[config.mk]
export PLATFORM = sky130hd
export DESIGN_NAME = pwr_seq_ctrl
export DESIGN_NICKNAME = d
export VERILOG_FILES = /design/src/rtl/psc_pkg.sv /design/src/rtl/psc_domain_seq.sv /design/src/rtl/psc_module_bank.sv /design/src/rtl/psc_bus_if.sv /design/src/rtl/pwr_seq_ctrl.sv
export SDC_FILE = /design/constraint.sdc
export NUM_CORES = 1
export LEC_CHECK = 0
export ABC_AREA = 1
export BUFFER_PORTS_ARGS = -buffer_cell sky130_fd_sc_hd__buf_2
export CELL_PAD_IN_SITES_DETAIL_PLACEMENT = 1
export CELL_PAD_IN_SITES_GLOBAL_PLACEMENT = 1
export CORE_MARGIN = 1
export CORE_UTILIZATION = 41
export DETAILED_ROUTE_END_ITERATION = 8
export PLACE_DENSITY_LB_ADDON = 0.1
export SETUP_SLACK_MARGIN = 0.2
export SLEW_MARGIN = 20
export SYNTH_ARGS = -nofsm -noshare
export SYNTH_HDL_FRONTEND = slang
export SYNTH_HIERARCHICAL = 1
export SYNTH_SLANG_ARGS = --single-unit
[constraint.sdc]
create_clock -name clk -period 2.7 [get_ports clk]
set_clock_uncertainty 0.05 [all_clocks]
set_input_delay 0.27 -clock clk [delete_from_list [all_inputs] [get_ports clk]]
set_output_delay 0.27 -clock clk [all_outputs]
set_load 0.05 [all_outputs]
[src/rtl/psc_pkg.sv]
package psc_pkg;
  localparam int OFF_PEND  = 'h070;
  localparam int OFF_GO    = 'h120;
  localparam int OFF_BUSY  = 'h128;
  localparam int OFF_DSTAT = 'h200;
  localparam int OFF_DCTL  = 'h300;
  localparam int OFF_MSTAT = 'h800;
  localparam int OFF_MCTL  = 'hA00;

  localparam int MST_W = 5;
  localparam logic [MST_W-1:0] MST_EN  = 5'd3;
  localparam logic [MST_W-1:0] MST_DIS = 5'd2;

  typedef enum logic [1:0] {
    DS_IDLE,
    DS_WAIT_PWR,
    DS_SETTLE
  } dseq_e;
endpackage

[src/rtl/psc_domain_seq.sv]
module psc_domain_seq
  import psc_pkg::*;
#(
  parameter int SETTLE_CYC = 4,
  localparam int CNT_W = $clog2(SETTLE_CYC + 1)
) (
  input  logic clk,
  input  logic rst,
  input  logic go,
  input  logic req_on,
  input  logic pwr_ack,
  output logic busy,
  output logic pending,
  output logic powered,
  output logic apply,
  output logic done
);
  dseq_e            st_q;
  logic [CNT_W-1:0] cnt_q;

  assign apply = (st_q == DS_SETTLE) && (cnt_q <= CNT_W'(1));

  always_ff @(posedge clk) begin
    if (rst) begin
      st_q    <= DS_IDLE;
      cnt_q   <= '0;
      busy    <= 1'b0;
      pending <= 1'b0;
      powered <= 1'b1;
      done    <= 1'b0;
    end else begin
      done <= 1'b0;
      case (st_q)
        DS_IDLE: begin
          if (go) begin
            busy <= 1'b1;
            if (!powered && req_on) begin
              st_q    <= DS_WAIT_PWR;
              pending <= 1'b1;
            end else begin
              st_q  <= DS_SETTLE;
              cnt_q <= CNT_W'(SETTLE_CYC);
            end
          end
        end
        DS_WAIT_PWR: begin
          if (pwr_ack) begin
            st_q    <= DS_SETTLE;
            cnt_q   <= CNT_W'(SETTLE_CYC);
            pending <= 1'b0;
            powered <= 1'b1;
          end
        end
        DS_SETTLE: begin
          if (apply) begin
            st_q    <= DS_IDLE;
            busy    <= 1'b0;
            done    <= 1'b1;
            powered <= req_on;
          end else begin
            cnt_q <= cnt_q - CNT_W'(1);
          end
        end
        default: st_q <= DS_IDLE;
      endcase
    end
  end
endmodule

[src/rtl/psc_module_bank.sv]
module psc_module_bank
  import psc_pkg::*;
#(
  parameter int NUM_DOMAINS = 2,
  parameter int NUM_MODULES = 8,
  localparam int MIDX_W = (NUM_MODULES > 1) ? $clog2(NUM_MODULES) : 1
) (
  input  logic                   clk,
  input  logic                   rst,
  input  logic                   ctl_we,
  input  logic [MIDX_W-1:0]      ctl_idx,
  input  logic [MST_W-1:0]       ctl_wdata,
  input  logic [NUM_DOMAINS-1:0] apply,
  output logic [MST_W-1:0]       mctl  [NUM_MODULES],
  output logic [MST_W-1:0]       mstat [NUM_MODULES],
  output logic [NUM_MODULES-1:0] mod_en
);
  for (genvar m = 0; m < NUM_MODULES; m++) begin : g_mod
    localparam int DOM = m % NUM_DOMAINS;
    logic [MST_W-1:0] ctl_q;
    logic [MST_W-1:0] stat_q;
    logic             en_q;

    always_ff @(posedge clk) begin
      if (rst) begin
        ctl_q  <= MST_DIS;
        stat_q <= MST_DIS;
        en_q   <= 1'b0;
      end else begin
        if (ctl_we && (ctl_idx == MIDX_W'(m))) begin
          ctl_q <= ctl_wdata;
        end
        if (apply[DOM]) begin
          stat_q <= ctl_q;
          en_q   <= (ctl_q == MST_EN);
        end
      end
    end

    assign mctl[m]   = ctl_q;
    assign mstat[m]  = stat_q;
    assign mod_en[m] = en_q;
  end
endmodule

[src/rtl/psc_bus_if.sv]
module psc_bus_if
  import psc_pkg::*;
#(
  parameter int ADDR_W      = 12,
  parameter int NUM_DOMAINS = 2,
  parameter int NUM_MODULES = 8,
  localparam int MIDX_W = (NUM_MODULES > 1) ? $clog2(NUM_MODULES) : 1,
  localparam int DIDX_W = (NUM_DOMAINS > 1) ? $clog2(NUM_DOMAINS) : 1
) (
  input  logic                   clk,
  input  logic                   rst,
  input  logic                   bus_wr,
  input  logic                   bus_rd,
  input  logic [ADDR_W-1:0]      bus_addr,
  input  logic [31:0]            bus_wdata,
  output logic [31:0]            bus_rdata,
  output logic [NUM_DOMAINS-1:0] go,
  output logic [NUM_DOMAINS-1:0] req_on,
  output logic [NUM_DOMAINS-1:0] pwr_ack,
  output logic                   mctl_we,
  output logic [MIDX_W-1:0]      mctl_idx,
  output logic [MST_W-1:0]       mctl_wdata,
  input  logic [NUM_DOMAINS-1:0] busy,
  input  logic [NUM_DOMAINS-1:0] pending,
  input  logic [NUM_DOMAINS-1:0] powered,
  input  logic [MST_W-1:0]       mctl  [NUM_MODULES],
  input  logic [MST_W-1:0]       mstat [NUM_MODULES]
);
  logic              aligned;
  logic [ADDR_W-1:0] mctl_off, mstat_off, dctl_off, dstat_off;
  logic              mctl_hit, mstat_hit, dctl_hit, dstat_hit;
  logic [MIDX_W-1:0] mctl_ix, mstat_ix;
  logic [DIDX_W-1:0] dctl_ix, dstat_ix;
  logic [31:0]       rd_word;

  assign aligned   = (bus_addr[1:0] == 2'b00);
  assign mctl_off  = bus_addr - ADDR_W'(OFF_MCTL);
  assign mstat_off = bus_addr - ADDR_W'(OFF_MSTAT);
  assign dctl_off  = bus_addr - ADDR_W'(OFF_DCTL);
  assign dstat_off = bus_addr - ADDR_W'(OFF_DSTAT);

  assign mctl_hit  = aligned && (bus_addr >= ADDR_W'(OFF_MCTL)) &&
                     ((mctl_off >> 2) < ADDR_W'(NUM_MODULES));
  assign mstat_hit = aligned && (bus_addr >= ADDR_W'(OFF_MSTAT)) &&
                     ((mstat_off >> 2) < ADDR_W'(NUM_MODULES));
  assign dctl_hit  = aligned && (bus_addr >= ADDR_W'(OFF_DCTL)) &&
                     ((dctl_off >> 2) < ADDR_W'(NUM_DOMAINS));
  assign dstat_hit = aligned && (bus_addr >= ADDR_W'(OFF_DSTAT)) &&
                     ((dstat_off >> 2) < ADDR_W'(NUM_DOMAINS));

  assign mctl_ix  = mctl_off[MIDX_W+1:2];
  assign mstat_ix = mstat_off[MIDX_W+1:2];
  assign dctl_ix  = dctl_off[DIDX_W+1:2];
  assign dstat_ix = dstat_off[DIDX_W+1:2];

  assign go = (bus_wr && (bus_addr == ADDR_W'(OFF_GO))) ?
              bus_wdata[NUM_DOMAINS-1:0] : '0;

  assign mctl_we    = bus_wr && mctl_hit;
  assign mctl_idx   = mctl_ix;
  assign mctl_wdata = bus_wdata[MST_W-1:0];

  // domain control words: bit 0 power wanted, bit 8 power stable
  always_ff @(posedge clk) begin
    if (rst) begin
      req_on  <= '1;
      pwr_ack <= '0;
    end else if (bus_wr && dctl_hit) begin
      for (int d = 0; d < NUM_DOMAINS; d++) begin
        if (dctl_ix == DIDX_W'(d)) begin
          req_on[d]  <= bus_wdata[0];
          pwr_ack[d] <= bus_wdata[8];
        end
      end
    end
  end

  always_comb begin
    rd_word = '0;
    if (aligned && (bus_addr == ADDR_W'(OFF_PEND))) begin
      rd_word = 32'(pending);
    end else if (aligned && (bus_addr == ADDR_W'(OFF_BUSY))) begin
      rd_word = 32'(busy);
    end else if (dstat_hit) begin
      rd_word[0] = powered[dstat_ix];
    end else if (dctl_hit) begin
      rd_word[0] = req_on[dctl_ix];
      rd_word[8] = pwr_ack[dctl_ix];
    end else if (mstat_hit) begin
      rd_word = 32'(mstat[mstat_ix]);
    end else if (mctl_hit) begin
      rd_word = 32'(mctl[mctl_ix]);
    end
  end

  always_ff @(posedge clk) begin
    if (rst) begin
      bus_rdata <= '0;
    end else if (bus_rd) begin
      bus_rdata <= rd_word;
    end
  end
endmodule

[src/rtl/pwr_seq_ctrl.sv]
module pwr_seq_ctrl
  import psc_pkg::*;
#(
  parameter int ADDR_W      = 12,
  parameter int NUM_DOMAINS = 2,
  parameter int NUM_MODULES = 8,
  parameter int SETTLE_CYC  = 4,
  localparam int MIDX_W = (NUM_MODULES > 1) ? $clog2(NUM_MODULES) : 1
) (
  input  logic                   clk,
  input  logic                   rst,
  input  logic                   bus_wr,
  input  logic                   bus_rd,
  input  logic [ADDR_W-1:0]      bus_addr,
  input  logic [31:0]            bus_wdata,
  output logic [31:0]            bus_rdata,
  output logic [NUM_MODULES-1:0] mod_en,
  output logic [NUM_DOMAINS-1:0] ext_pwr_req,
  output logic [NUM_DOMAINS-1:0] xfer_done
);
  logic [NUM_DOMAINS-1:0] go_cmd, dom_req_on, dom_ack;
  logic [NUM_DOMAINS-1:0] dom_busy, dom_pend, dom_pwr, dom_apply, dom_done;
  logic                   mctl_we;
  logic [MIDX_W-1:0]      mctl_idx;
  logic [MST_W-1:0]       mctl_wdata;
  logic [MST_W-1:0]       mctl  [NUM_MODULES];
  logic [MST_W-1:0]       mstat [NUM_MODULES];

  psc_bus_if #(
    .ADDR_W(ADDR_W), .NUM_DOMAINS(NUM_DOMAINS), .NUM_MODULES(NUM_MODULES)
  ) bus_i (
    .clk(clk), .rst(rst),
    .bus_wr(bus_wr), .bus_rd(bus_rd), .bus_addr(bus_addr),
    .bus_wdata(bus_wdata), .bus_rdata(bus_rdata),
    .go(go_cmd), .req_on(dom_req_on), .pwr_ack(dom_ack),
    .mctl_we(mctl_we), .mctl_idx(mctl_idx), .mctl_wdata(mctl_wdata),
    .busy(dom_busy), .pending(dom_pend), .powered(dom_pwr),
    .mctl(mctl), .mstat(mstat)
  );

  for (genvar d = 0; d < NUM_DOMAINS; d++) begin : g_dom
    psc_domain_seq #(.SETTLE_CYC(SETTLE_CYC)) seq_i (
      .clk(clk), .rst(rst),
      .go(go_cmd[d]), .req_on(dom_req_on[d]), .pwr_ack(dom_ack[d]),
      .busy(dom_busy[d]), .pending(dom_pend[d]), .powered(dom_pwr[d]),
      .apply(dom_apply[d]), .done(dom_done[d])
    );
  end

  psc_module_bank #(
    .NUM_DOMAINS(NUM_DOMAINS), .NUM_MODULES(NUM_MODULES)
  ) bank_i (
    .clk(clk), .rst(rst),
    .ctl_we(mctl_we), .ctl_idx(mctl_idx), .ctl_wdata(mctl_wdata),
    .apply(dom_apply), .mctl(mctl), .mstat(mstat), .mod_en(mod_en)
  );

  assign ext_pwr_req = dom_pend;
  assign xfer_done   = dom_done;
endmodule

==> results by group, run 1 <==
Global route
  – Grt ovf: 0
  – First-pass GRT wire length: between 30000 and 40000 um
  – GRT Util Overall: 25.62%
  – Initial antenna violation count: 0
  – Vias in the first global route: roughly 6000
  – Largest net degree at the start of global routing: 47

Setup path
  – Nature of the critical path endpoint: register
  – End of the worst register-to-register path: bank_i/g_mod[1].en_q$_SDFFE_PP0P_
  – Reg2reg path depth: 10
  – R2R Setup Slk: slightly below 0.7 ns
  – Setup crit start kind: register
  – CP Data Required Time: about 3.0 ns
  – Arrival @ worst endpoint: 2.27 ns
  – Setup Crit Path Kind: reg2reg
  – CP max FO: 15
  – Worst r2r src: g_dom[1].seq_i/cnt_q[1]$_SDFFE_PP0P_

Clocking
  – Worst-Skew Late Latency: between 0.4 and 0.5 ns
  – Clock Path Buffers: 2
  – Num CTS Buffers: 17
  – Clk sinks: 116
  – Post-CTS setup buffer count: 0
  – Post-CTS Hold Buffers: 0
  – CTS tree: yes
  – H-tree Lvls: 4
  – Resized Gates After CTS: 0
  – Clk slew on worst S/H paths: approximately 0.06 ns
  – CTS root buffer: clkbuf_16

Timing
  – Worst slew pin tran: 0.5646 ns
  – Hold_ws: 0.1103 ns
  – Max Freq: around 490 MHz
  – Setup violations, final: 0
  – Period minus WS final: between 2 and 2.5 ns
  – RSZ-0062 raised after global routing: false
  – Slew Limit Fails: 0
  – Relative slew margins: 62.32%
  – Total negative slack: 0 ns
  – Final Hold Fails: 0
  – Final period util: between 70 and 80%
  – Setup ws final: between 0.6 and 0.7 ns

Detailed routing
  – # DRC: 0
  – Iteration-0 DRC Markers: 284
  – Via density per instance: 5.094
  – Final ANT Viol Nets: 0
  – DRT Wirelength: about 19000 um
  – 1st-pass router iterations: 5
  – DR WL/cell: approximately 16 um
  – Via Count: 6067

Synth
  – Top cell type's share of synthesized area: 36.53%
  – Mean area per synthesized cell: between 6 and 7 um^2
  – #FFs+latches synth: roughly 120
  – Cell taking the most area after synthesis: dfxtp_1
  – Post-Synthesis Cells: between 900 and 1000
  – Number of synthesized flops with an enable pin: 0
  – Async set-or-reset flop fraction in the synthesized netlist: 0%
  – Count of different cell masters after synthesis: 36
  – Mapped cell area: about 6400 um^2
  – Post-synthesis sequential area ratio: between 30 and 40%
  – Area contributors post-synth: dfxtp_1 (37%), nand2_1 (13%), nor2_1 (11%)
  – Synth Flop Type: dfxtp_1
  – Yosys warns: 6

Placed design
  – Post-DP HPWL: between 10000 and 15000 um
  – Placed Cells: 1159
  – I/O Buffers: 39
  – Placed inst area: approximately 6600 um^2
  – Gpl congestion: 0.8391
  – Dpl ws: 0.4230 ns

Die
  – DIE AREA: 16010 um^2
  – Die height: around 130 um
  – Initial Util: approximately two fifths
  – Die W: 126.5 um
  – # IOs: a little over 90
  – Row count: 45
  – Total core area: 15150 um^2

Final layout
  – Area grow syn2layout: 12.79%
  – Nets: 1051
  – Inserted Diodes: 0
  – Final non-filler cell total: roughly 1200
  – Post-layout instance area: between 7000 and 8000 um^2
  – Share of post-route cells with drive strength above 1: between 10 and 15%
  – Most frequent cells in the layout: nand2_1 (225), nor2_1 (189), dfxtp_1 (116)
  – Most common cell after layout, fill and taps aside: nand2_1
  – Layout Utilization: 47.34%

Min path
  – Worst Hold Depth: 3
  – Hold Crit Start: bus_rd
  – Hold EP: bus_i/bus_rdata[2]$_SDFFE_PP0P_
  – HP Class: in2reg

Status
  – Status: complete, no violations

Power and ir drop
  – Total power: roughly 6.6 mW
  – Leakage power total: roughly 3.3 nW
  – Peak VDD IR: around 0.47 mV
  – Power Density: a little over 900 nW/um^2

Flow run
  – Max Cap Violations: 0
-- metal layers --
metal  up-vias  wire length, um  share of wire, %  track usage (%)
met5         -                0                 0                0
met4         0              272               1.4            8.363
met3        24              739               3.8            4.892
met2       107             9004                47            41.08
met1      2875             9308                48            34.61
li1       3061                -                 -                -
-- synth_stat cells, types with 9 or more instances --
cell,instances
buf_2,18
nor2_1,189
buf_4,45
nand3_1,101
dfxtp_1,116
nand2_1,225
ha_1,13
a21oi_1,44
nor3_1,9
o21ai_0,52
inv_1,66
inv_2,12
-- sequential cells by signal (all words and copies together) (netlist names) --
name,cells
bank_i/g_mod.ctl_q,40
bank_i/g_mod.en_q,8
bank_i/g_mod.stat_q,40
bus_i/bus_rdata,6
bus_i/pwr_ack,2
bus_i/req_on,2
g_dom.seq_i/busy,2
g_dom.seq_i/cnt_q,6
g_dom.seq_i/done,2
g_dom.seq_i/pending,2
g_dom.seq_i/powered,2
g_dom.seq_i/st_q,4
-- logic make-up after synthesis --
kind of cell / count (synthesis) / synth area share, %
flip-flops: 116 / 36.53
buffers and inverters: 157 / 12.79
AND/OR/NAND/NOR: 562 / 38.04
AO/OA/AOI/OAI: 117 / 10.02
other: 1 / 0.05899
adder cells (fa/ha/maj): 13 / 2.559
-- power breakdown --
group,internal (mW),total [mW],switching [mW]
clock network,1.52,2.38,0.862
registers,1.98,2.12,0.143
logic,0.647,2.07,1.42
total,4.15,6.57,2.42
-- final cells by class --
class	count	area, um^2
clock buffers	20	466.7
clock inverters	12	152.6
fillers	2043	7975
inverters	80	310.3
multi-input cells	718	3316
flip-flops and latches	116	2322
well taps	188	235.2
repair buffers	57	367.9
-- worst max-delay path, stage by stage (launching register included) --
cell	delay (ns)
dfxtp_1	0.35
inv_1	0.08
ha_1	0.17
o21bai_2	0.20
nand3_2	0.12
inv_1	0.07
inv_1	0.42
buf_4	0.24
nor2_1	0.06
nand3_1	0.07
a21oi_1	0.06
-- worst max-delay path by stage --
stage                                               from                               endpoint  slack [ns]  cells past startpoint
floorplan                                   bus_addr[10]  bank_i/g_mod[0].ctl_q[1]$_SDFFE_PP1P_        0.73                     11
global placement                            bus_addr[10]  bank_i/g_mod[6].ctl_q[3]$_SDFFE_PP0P_        0.49                     11
detailed placement                          bus_addr[10]  bank_i/g_mod[4].ctl_q[2]$_SDFFE_PP0P_        0.42                     11
global route        g_dom[1].seq_i/cnt_q[1]$_SDFFE_PP0P_      bank_i/g_mod[1].en_q$_SDFFE_PP0P_        0.51                     10
CTS                 g_dom[1].seq_i/cnt_q[1]$_SDFFE_PP0P_      bank_i/g_mod[1].en_q$_SDFFE_PP0P_        0.65                     10
finish              g_dom[1].seq_i/cnt_q[1]$_SDFFE_PP0P_      bank_i/g_mod[1].en_q$_SDFFE_PP0P_        0.68                     10
(Power assumes the default switching activity.)
==> run 2: changes to the inputs <==
==> constraint.sdc (replaced) <==
create_clock -name clk -period 2.1 [get_ports clk]
set_clock_uncertainty 0.05 [all_clocks]
set_input_delay 0.21 -clock clk [delete_from_list [all_inputs] [get_ports clk]]
set_output_delay 0.21 -clock clk [all_outputs]
set_load 0.05 [all_outputs]
==> results by group, run 2 (synthesis gave the netlist of run 1 again) <==
Final layout
  – Area used by multi-input combinational logic: 3331 um^2 (+0.45%)
  – Filler Cell Count: 2057 (+0.69%)
  – Layout Utilization: 48.09% (+0.74 points)
  – Most frequent cells in the layout: nand2_1 (225), nor2_1 (189), dfxtp_1 (116)
  – Leading registers by flop count: bank_i/g_mod.ctl_q x40, bank_i/g_mod.stat_q x40, bank_i/g_mod.en_q x8
  – Most common cell after layout, fill and taps aside: nand2_1
  – Inserted Diodes: 0 (unchanged)
  – FF+latch area: 2322 um^2 (unchanged)
  – Nets: 1066 (+1.4%)
  – Share of post-route cells with drive strength above 1: 15.23% (+1.6 points)
  – Area grow syn2layout: 14.56%

Timing
  – Setup violations, final: 0 (unchanged)
  – Period minus WS final: 1.758 ns (-0.2631 ns)
  – Slew Limit Fails: 0 (unchanged)
  – Final Hold Fails: 0 (unchanged)
  – Max Freq: 568.9 MHz (+15%)
  – Total negative slack: 0 ns (unchanged)
  – Final period util: 83.71% (+8.9 points)
  – RSZ-0062 raised after global routing: false

Setup path
  – Arrival @ worst endpoint: 2.06 ns (-0.21 ns)
  – CP max-delay cell: dfxtp_1
  – Setup Crit Path Kind: reg2reg
  – Nature of the critical path endpoint: register
  – CP Data Required Time: 2.40 ns (-0.55 ns)
  – Setup crit start kind: register
  – CP most frequent cell: inv_1
  – Cell Chain, Critical Path: inv_1 > ha_1 > o21bai_2 > nand3_2 > inv_1 > inv_2 > buf_6 > nand2_1 > a21oi_1
  – Crit-path max cell delay: 0.34 ns (-0.08 ns)
  – End of the worst register-to-register path: bank_i/g_mod[4].en_q$_SDFFE_PP0P_
  – R2R Setup Slk: 0.34 ns (-0.34 ns)
  – Reg2reg path depth: 9 (-1)
  – CP max FO: 14 (-1)
  – Crit-path leading delay family: buffers and inverters
  – Worst r2r src: g_dom[0].seq_i/cnt_q[1]$_SDFFE_PP0P_
  – Worst path buffer plus inverter count: 4 (unchanged)

Global route
  – Grt ovf: 0 (unchanged)
  – Vias in the first global route: 6069 (+3.6%)
  – First-pass GRT wire length: 31590 um (+0.70%)
  – Largest net degree at the start of global routing: 73 (+55%)
  – Initial antenna violation count: 0 (unchanged)
  – GRT Util Overall: 25.65% (+0.033 points)

Min path
  – Worst Hold Depth: 3 (unchanged)
  – HP Class: in2reg
  – Hold EP: bus_i/pwr_ack[1]$_SDFFE_PP0P_
  – Hold Crit Start: bus_wdata[8]

Placed design
  – Post-DP HPWL: 13720 um (+2.5%)
  – I/O Buffers: 39 (unchanged)
  – Gpl congestion: 0.8217 (-2.1%)

Die
  – Die height: 126.5 um (unchanged)
  – Die W: 126.5 um (unchanged)
  – Initial Util: 41.97% (unchanged)
  – Total core area: 15150 um^2 (unchanged)
  – # IOs: 92 (unchanged)
  – Row count: 45 (unchanged)
  – DIE AREA: 16010 um^2 (unchanged)

Detailed routing
  – Final ANT Viol Nets: 0 (unchanged)
  – DRT Wirelength: 19480 um (+0.83%)
  – Via density per instance: 5.057 (-0.72%)
  – Via Count: 6099 (+0.53%)
  – 1st-pass router iterations: 4 (-1)
  – # DRC: 0 (unchanged)
  – Iteration-0 DRC Markers: 374 (+32%)
  – DR WL/cell: 16.16 um (-0.43%)

Clocking
  – Worst-Skew Late Latency: 0.43 ns (about the same)
  – Clk slew on worst S/H paths: 0.06 ns (about the same)
  – Clock Path Buffers: 2 (unchanged)
  – CTS root buffer: clkbuf_16
  – Num CTS Buffers: 17 (unchanged)
  – Clk sinks: 116 (unchanged)
  – H-tree Lvls: 4 (unchanged)
  – CTS tree: yes

Flow run
  – Max Cap Violations: 0 (unchanged)

Power and ir drop
  – Sw Share: 37.13% (+0.24 points)
  – Internal power: 5.296 mW (+28%)
  – Flop pwr share: 32.4% (about the same)
  – Peak VDD IR: 0.5628 mV (+20%)
  – Net Sw Power: 3.128 mW (+29%)
  – Logic gate share of total power: 32.3% (+0.9 points)
  – Clk pwr share: 35.3% (-1.0 points)
  – Leakage power total: 3.294 nW (+1.2%)
  – Power Density: 1157 nW/um^2 (+26%)

Status
  – Status: complete, no violations
-- run 2: changes by cell type in the layout (fill, tap and decap cells not counted), sizes merged --
cell      before  now
buf           57   72
clkinv         9    4
clkinvlp       1    6
-- run 2: power groups by stage --
stage	clock network [mW]	registers [mW]	logic [mW]
5_1_grt	3.12	2.76	3.09
4_1_cts	3.01	2.73	2.73
2_1_floorplan	0	2.76	2.04
3_3_place_gp	0	2.75	2.64
3_5_place_dp	0	2.76	2.69
6_report	2.98	2.73	2.72
-- run 2: layout make-up --
| class | count | share of cell area [%] |
|---|---|---|
| well taps | 188 | 3.230 |
| clock inverters | 12 | 2.113 |
| multi-input cells | 718 | 45.73 |
| repair buffers | 72 | 6.648 |
| inverters | 80 | 4.260 |
| flip-flops and latches | 116 | 31.88 |
| clock buffers | 20 | 6.133 |
-- run 2: worst max-delay path by stage --
stage | to | startpoint | cells after the start
floorplan | bank_i/g_mod[0].ctl_q[1]$_SDFFE_PP1P_ | bus_addr[10] | 11
global placement | bank_i/g_mod[7].ctl_q[2]$_SDFFE_PP0P_ | bus_addr[9] | 13
detailed placement | bank_i/g_mod[7].ctl_q[3]$_SDFFE_PP0P_ | bus_addr[9] | 13
CTS | bank_i/g_mod[4].en_q$_SDFFE_PP0P_ | g_dom[0].seq_i/cnt_q[1]$_SDFFE_PP0P_ | 9
global route | bank_i/g_mod[3].en_q$_SDFFE_PP0P_ | g_dom[1].seq_i/cnt_q[1]$_SDFFE_PP0P_ | 10
finish | bank_i/g_mod[4].en_q$_SDFFE_PP0P_ | g_dom[0].seq_i/cnt_q[1]$_SDFFE_PP0P_ | 9
-- run 2: per-stage QoR --
step,setup WS (ns),total power [mW],hold slack [ns],instance area (um^2),cells
2_1_floorplan,0.2966,4.800,0.2324,6456,991
3_3_place_gp,0.1193,5.392,0.3861,6669,1174
3_5_place_dp,0.08480,5.454,0.3923,6669,1174
5_1_grt,0.1986,8.968,0.09803,7283,1206
4_1_cts,0.2582,8.465,0.05545,7269,1206
6_report,0.3422,8.424,0.06804,7283,1206
-- run 2: routing by layer --
layer  global-route usage (%)  up-vias  share of wire [%]
li1                         -     3093                  -
met1                    33.11     2887                 48
met2                    43.39       98                 47
met3                    4.766       21                3.2
met4                    7.796        0                1.5
met5                        0        -                  0
-- run 2: repair_timing --
action	in CTS	in global routing
hold buffers	0	0
endpoints found under the setup margin	8	7
setup buffers	0	0
resized for setup	1	4
-- run 2: worst min-delay path, stage by stage --
cell and delay (ns):
buf_2 0.12, nor2_1 0.11, a211oi_1 0.05
==> run 3: changes to the inputs <==
--- a/config.mk
+++ b/config.mk
@@ -5,12 +5,12 @@
 export SDC_FILE = /design/constraint.sdc
 export NUM_CORES = 1
 export LEC_CHECK = 0
-export ABC_AREA = 1
+export ABC_AREA = 0
 export BUFFER_PORTS_ARGS = -buffer_cell sky130_fd_sc_hd__buf_2
 export CELL_PAD_IN_SITES_DETAIL_PLACEMENT = 1
 export CELL_PAD_IN_SITES_GLOBAL_PLACEMENT = 1
 export CORE_MARGIN = 1
-export CORE_UTILIZATION = 41
+export CORE_UTILIZATION = 40
 export DETAILED_ROUTE_END_ITERATION = 8
 export PLACE_DENSITY_LB_ADDON = 0.1
 export SETUP_SLACK_MARGIN = 0.2
==> constraint.sdc (replaced) <==
create_clock -name clk -period 1.4 [get_ports clk]
set_clock_uncertainty 0.05 [all_clocks]
set_input_delay 0.14 -clock clk [delete_from_list [all_inputs] [get_ports clk]]
set_output_delay 0.14 -clock clk [all_outputs]
set_load 0.05 [all_outputs]
==> results by group, run 3 <==
Synth
  – #FFs+latches synth: 116 (unchanged)
  – Post-synthesis mux area share: 19.71% (+20 points)
  – Xor/xnor share of the synthesized area: 0.2798% (+0.28 points)
  – Largest family of logic cells by synthesized area: simple AND/OR/NAND/NOR gates
  – Mean area per synthesized cell: 9.542 um^2 (+45%)
  – Top-count cell post-synth: dfxtp_1
  – Post-synth top cells: dfxtp_1 (116), mux2i_1 (106), nor2_1 (63)
  – Area contributors post-synth: dfxtp_1 (37%), mux2i_1 (17%), buf_4 (5.2%)
  – Simple-Gate Fraction of Synth Area: 20.79% (-17 points)
  – Synth Flop Type: dfxtp_1
  – Post-Synth Adder-Cell Area: 2.598% (+0.040 points)
  – Yosys warns: 6 (unchanged)
  – Post-synthesis sequential area ratio: 37.10% (+0.57 points)
  – Number of synthesized flops with an enable pin: 0 (unchanged)
  – Compound-gate portion of the synthesized area: 10.05% (+0.036 points)
  – Top cell type's share of synthesized area: 37.10% (+0.57 points)
  – Count of different cell masters after synthesis: 62 (+72%)
  – Cell taking the most area after synthesis: dfxtp_1
  – Async set-or-reset flop fraction in the synthesized netlist: 0% (unchanged)
  – Mapped cell area: 6260 um^2 (-1.5%)
  – Post-Synthesis Cells: 656 (-32%)

Setup path
  – Worst path buffer plus inverter count: 1 (-3)
  – CP max FO: 3 (-11)
  – CP max-delay cell: or4_4
  – Setup Crit Path Kind: in2reg
  – Crit-path max cell delay: 0.49 ns (+0.15 ns)
  – Nature of the critical path endpoint: register
  – CP Data Required Time: 1.70 ns (-0.70 ns)
  – Setup crit start kind: input pin
  – CP most frequent cell: nor4_4
  – Cell Chain, Critical Path: buf_8 > nor4_4 > nand3b_1 > nor4_4 > and2_4 > nand2_2 > or4_4 > a21oi_2
  – Crit-path leading delay family: simple AND/OR/NAND/NOR gates
  – Arrival @ worst endpoint: 2.00 ns (-0.06 ns)

Clocking
  – Clk sinks: 116 (unchanged)
  – Num CTS Buffers: 17 (unchanged)
  – Clock Path Buffers: 2 (unchanged)
  – H-tree Lvls: 4 (unchanged)
  – Worst-Skew Late Latency: 0.42 ns (about the same)
  – Clk slew on worst S/H paths: 0.06 ns (about the same)
  – CTS tree: yes
  – CTS root buffer: clkbuf_16

Global route
  – Largest net degree at the start of global routing: 23 (-68%)
  – GRT Util Overall: 25.50% (-0.15 points)
  – First-pass GRT wire length: 31620 um (about the same)
  – Vias in the first global route: 5963 (-1.7%)
  – Grt ovf: 0 (unchanged)
  – Initial antenna violation count: 0 (unchanged)

Placed design
  – Placed Cells: 975 (-17%)
  – I/O Buffers: 39 (unchanged)
  – Post-DP HPWL: 13690 um (-0.18%)
  – Dpl ws: -0.6707 ns (-0.7555 ns)
  – Gpl congestion: 0.8468 (+3.1%)

Final layout
  – Most frequent cells in the layout: buf_4 (124), mux2i_1 (104), dfxtp_1 (100)
  – Inserted Diodes: 0 (unchanged)
  – Nets: 890 (-17%)
  – Final non-filler cell total: 1050 (-13%)
  – Layout Utilization: 61.53% (+13 points)
  – Area grow syn2layout: 49.97%
  – Most common cell after layout, fill and taps aside: buf_4
  – Leading registers by flop count: bank_i/g_mod.ctl_q x40, bank_i/g_mod.stat_q x40, bank_i/g_mod.en_q x8
  – Share of post-route cells with drive strength above 1: 45.41% (+30 points)

Die
  – Total core area: 15260 um^2 (+0.74%)
  – # IOs: 92 (unchanged)
  – Die W: 127.1 um (+0.45%)
  – Initial Util: 41.03% (-0.95 points)
  – DIE AREA: 16150 um^2 (+0.91%)
  – Row count: 45 (unchanged)
  – Die height: 127.1 um (+0.45%)

Timing
  – Setup ws final: -0.3017 ns (-0.6439 ns)
  – Final period util: 121.5%
  – Final Hold Fails: 0 (unchanged)
  – Worst slew pin tran: around 0.80 ns
  – Period minus WS final: approximately 1.7 ns
  – Relative slew margins: 46.45%
  – Max Freq: 587.7 MHz
  – Slew Limit Fails: 0 (unchanged)
  – Setup violations, final: 75 (+75)
  – RSZ-0062 raised after global routing: true

Min path
  – HP Class: in2reg

Power and ir drop
  – Power Density: 993.0 nW/um^2 (-14%)
  – Peak VDD IR: 0.7922 mV (+41%)
  – Leakage power total: 4.036 nW (+23%)

Detailed routing
  – DR WL/cell: 20.42 um (+26%)
  – Final ANT Viol Nets: 0 (unchanged)
  – Via density per instance: 5.361 (+6.0%)
  – # DRC: 0 (unchanged)
  – Iteration-0 DRC Markers: 235 (-37%)
  – 1st-pass router iterations: 4 (unchanged)
  – DRT Wirelength: 21440 um (+10%)
  – Via Count: 5629 (-7.7%)

Status
  – Failing checks: negative setup slack
  – Status: finished, violations left

Flow run
  – Max Cap Violations: 0 (unchanged)
==> run 3: cell types whose count changed after synthesis, sizes merged, moves of 43 or more <==
cell    before  now
nor2       205   63
inv         78   16
nand2      233   17
o21ai       57   11
mux2i        0  106
nand2b       0   43
nand3      106   13
==> run 3: what timing repair did <==
| action | in CTS | in global routing |
|---|---|---|
| gates resized for setup | 150 | 64 |
| pin swaps | 31 | 36 |
| hold endpoints to repair | 4 | 0 |
| endpoints found under the setup margin | 127 | 115 |
| hold buffers | 3 | 0 |
| setup buffers | 20 | 20 |
| cloned | 2 | 1 |
==> run 3: area by class of cell <==
cell class | instances | area (um^2)
Fill cell | 1627 | 5871
Tap cell | 211 | 264.0
Clock inverter | 3 | 65.06
Sequential cell | 116 | 2347
Inverter | 16 | 110.1
Clock buffer | 26 | 539.3
Timing Repair inverter | 1 | 11.26
Multi-Input combinational cell | 465 | 4126
Timing Repair Buffer | 212 | 1924
==> run 3: metal layers <==
layer  GRT usage [%]  part of all wire, %  vias up
met5               0                    0        -
met4           8.964                  2.8        0
met3           4.523                  3.8       49
met2           46.48                   51      146
met1           29.97                   42     2826
li1                -                    -     2608
==> run 3: logic make-up after synthesis <==
group / after synthesis
AOI/OAI and AO/OA: 84
xor gates and xnor gates: 2
adders and majority gates: 13
buffers and inverters: 100
DFF: 116
muxes: 116
other: 1
and+or+nand+nor: 224
==> run 3: worst paths after layout <==
check,startpoint,end,slack [ns],cells past startpoint
max,bus_addr[10],g_dom[0].seq_i/st_q[0]$_SDFFE_PP0P_,-0.30,8
min,rst,bank_i/g_mod[3].en_q$_SDFFE_PP0P_,0.10,2
max reg2reg,g_dom[0].seq_i/cnt_q[1]$_SDFFE_PP0P_,g_dom[0].seq_i/st_q[0]$_SDFFE_PP0P_,-0.27,5
min reg2reg,bus_i/bus_rdata[3]$_SDFFE_PP0P_,bus_i/bus_rdata[3]$_SDFFE_PP0P_,0.44,2
==> run 3: stage by stage <==
stage | power, mW | cell area (um^2) | hold WS [ns] | setup TNS [ns]
after CTS | 9.189 | 8935 | 0.07941 | -5.993
after global routing | 9.598 | 9388 | 0.1065 | -14.32
after global placement | 4.492 | 7585 | 0.3984 | -34.52
after detailed placement | 4.526 | 7585 | 0.4118 | -38.74
final | 9.322 | 9388 | 0.1013 | -9.808
after floorplan | 4.237 | 6709 | 0.2419 | -10.55
==> run 3: worst register-to-register path, cell delays in order (launching register included) <==
cell and delay (ns):
dfxtp_2 0.33, buf_4 0.14, o21ba_2 0.22, o21a_1 0.25, or4_4 0.44, a21oi_2 0.17
==> run 3: where the power goes <==
part / internal, mW / switching, mW
sequential: 3.34 / 0.0248
combinational: 0.712 / 0.803
clock: 2.96 / 1.47
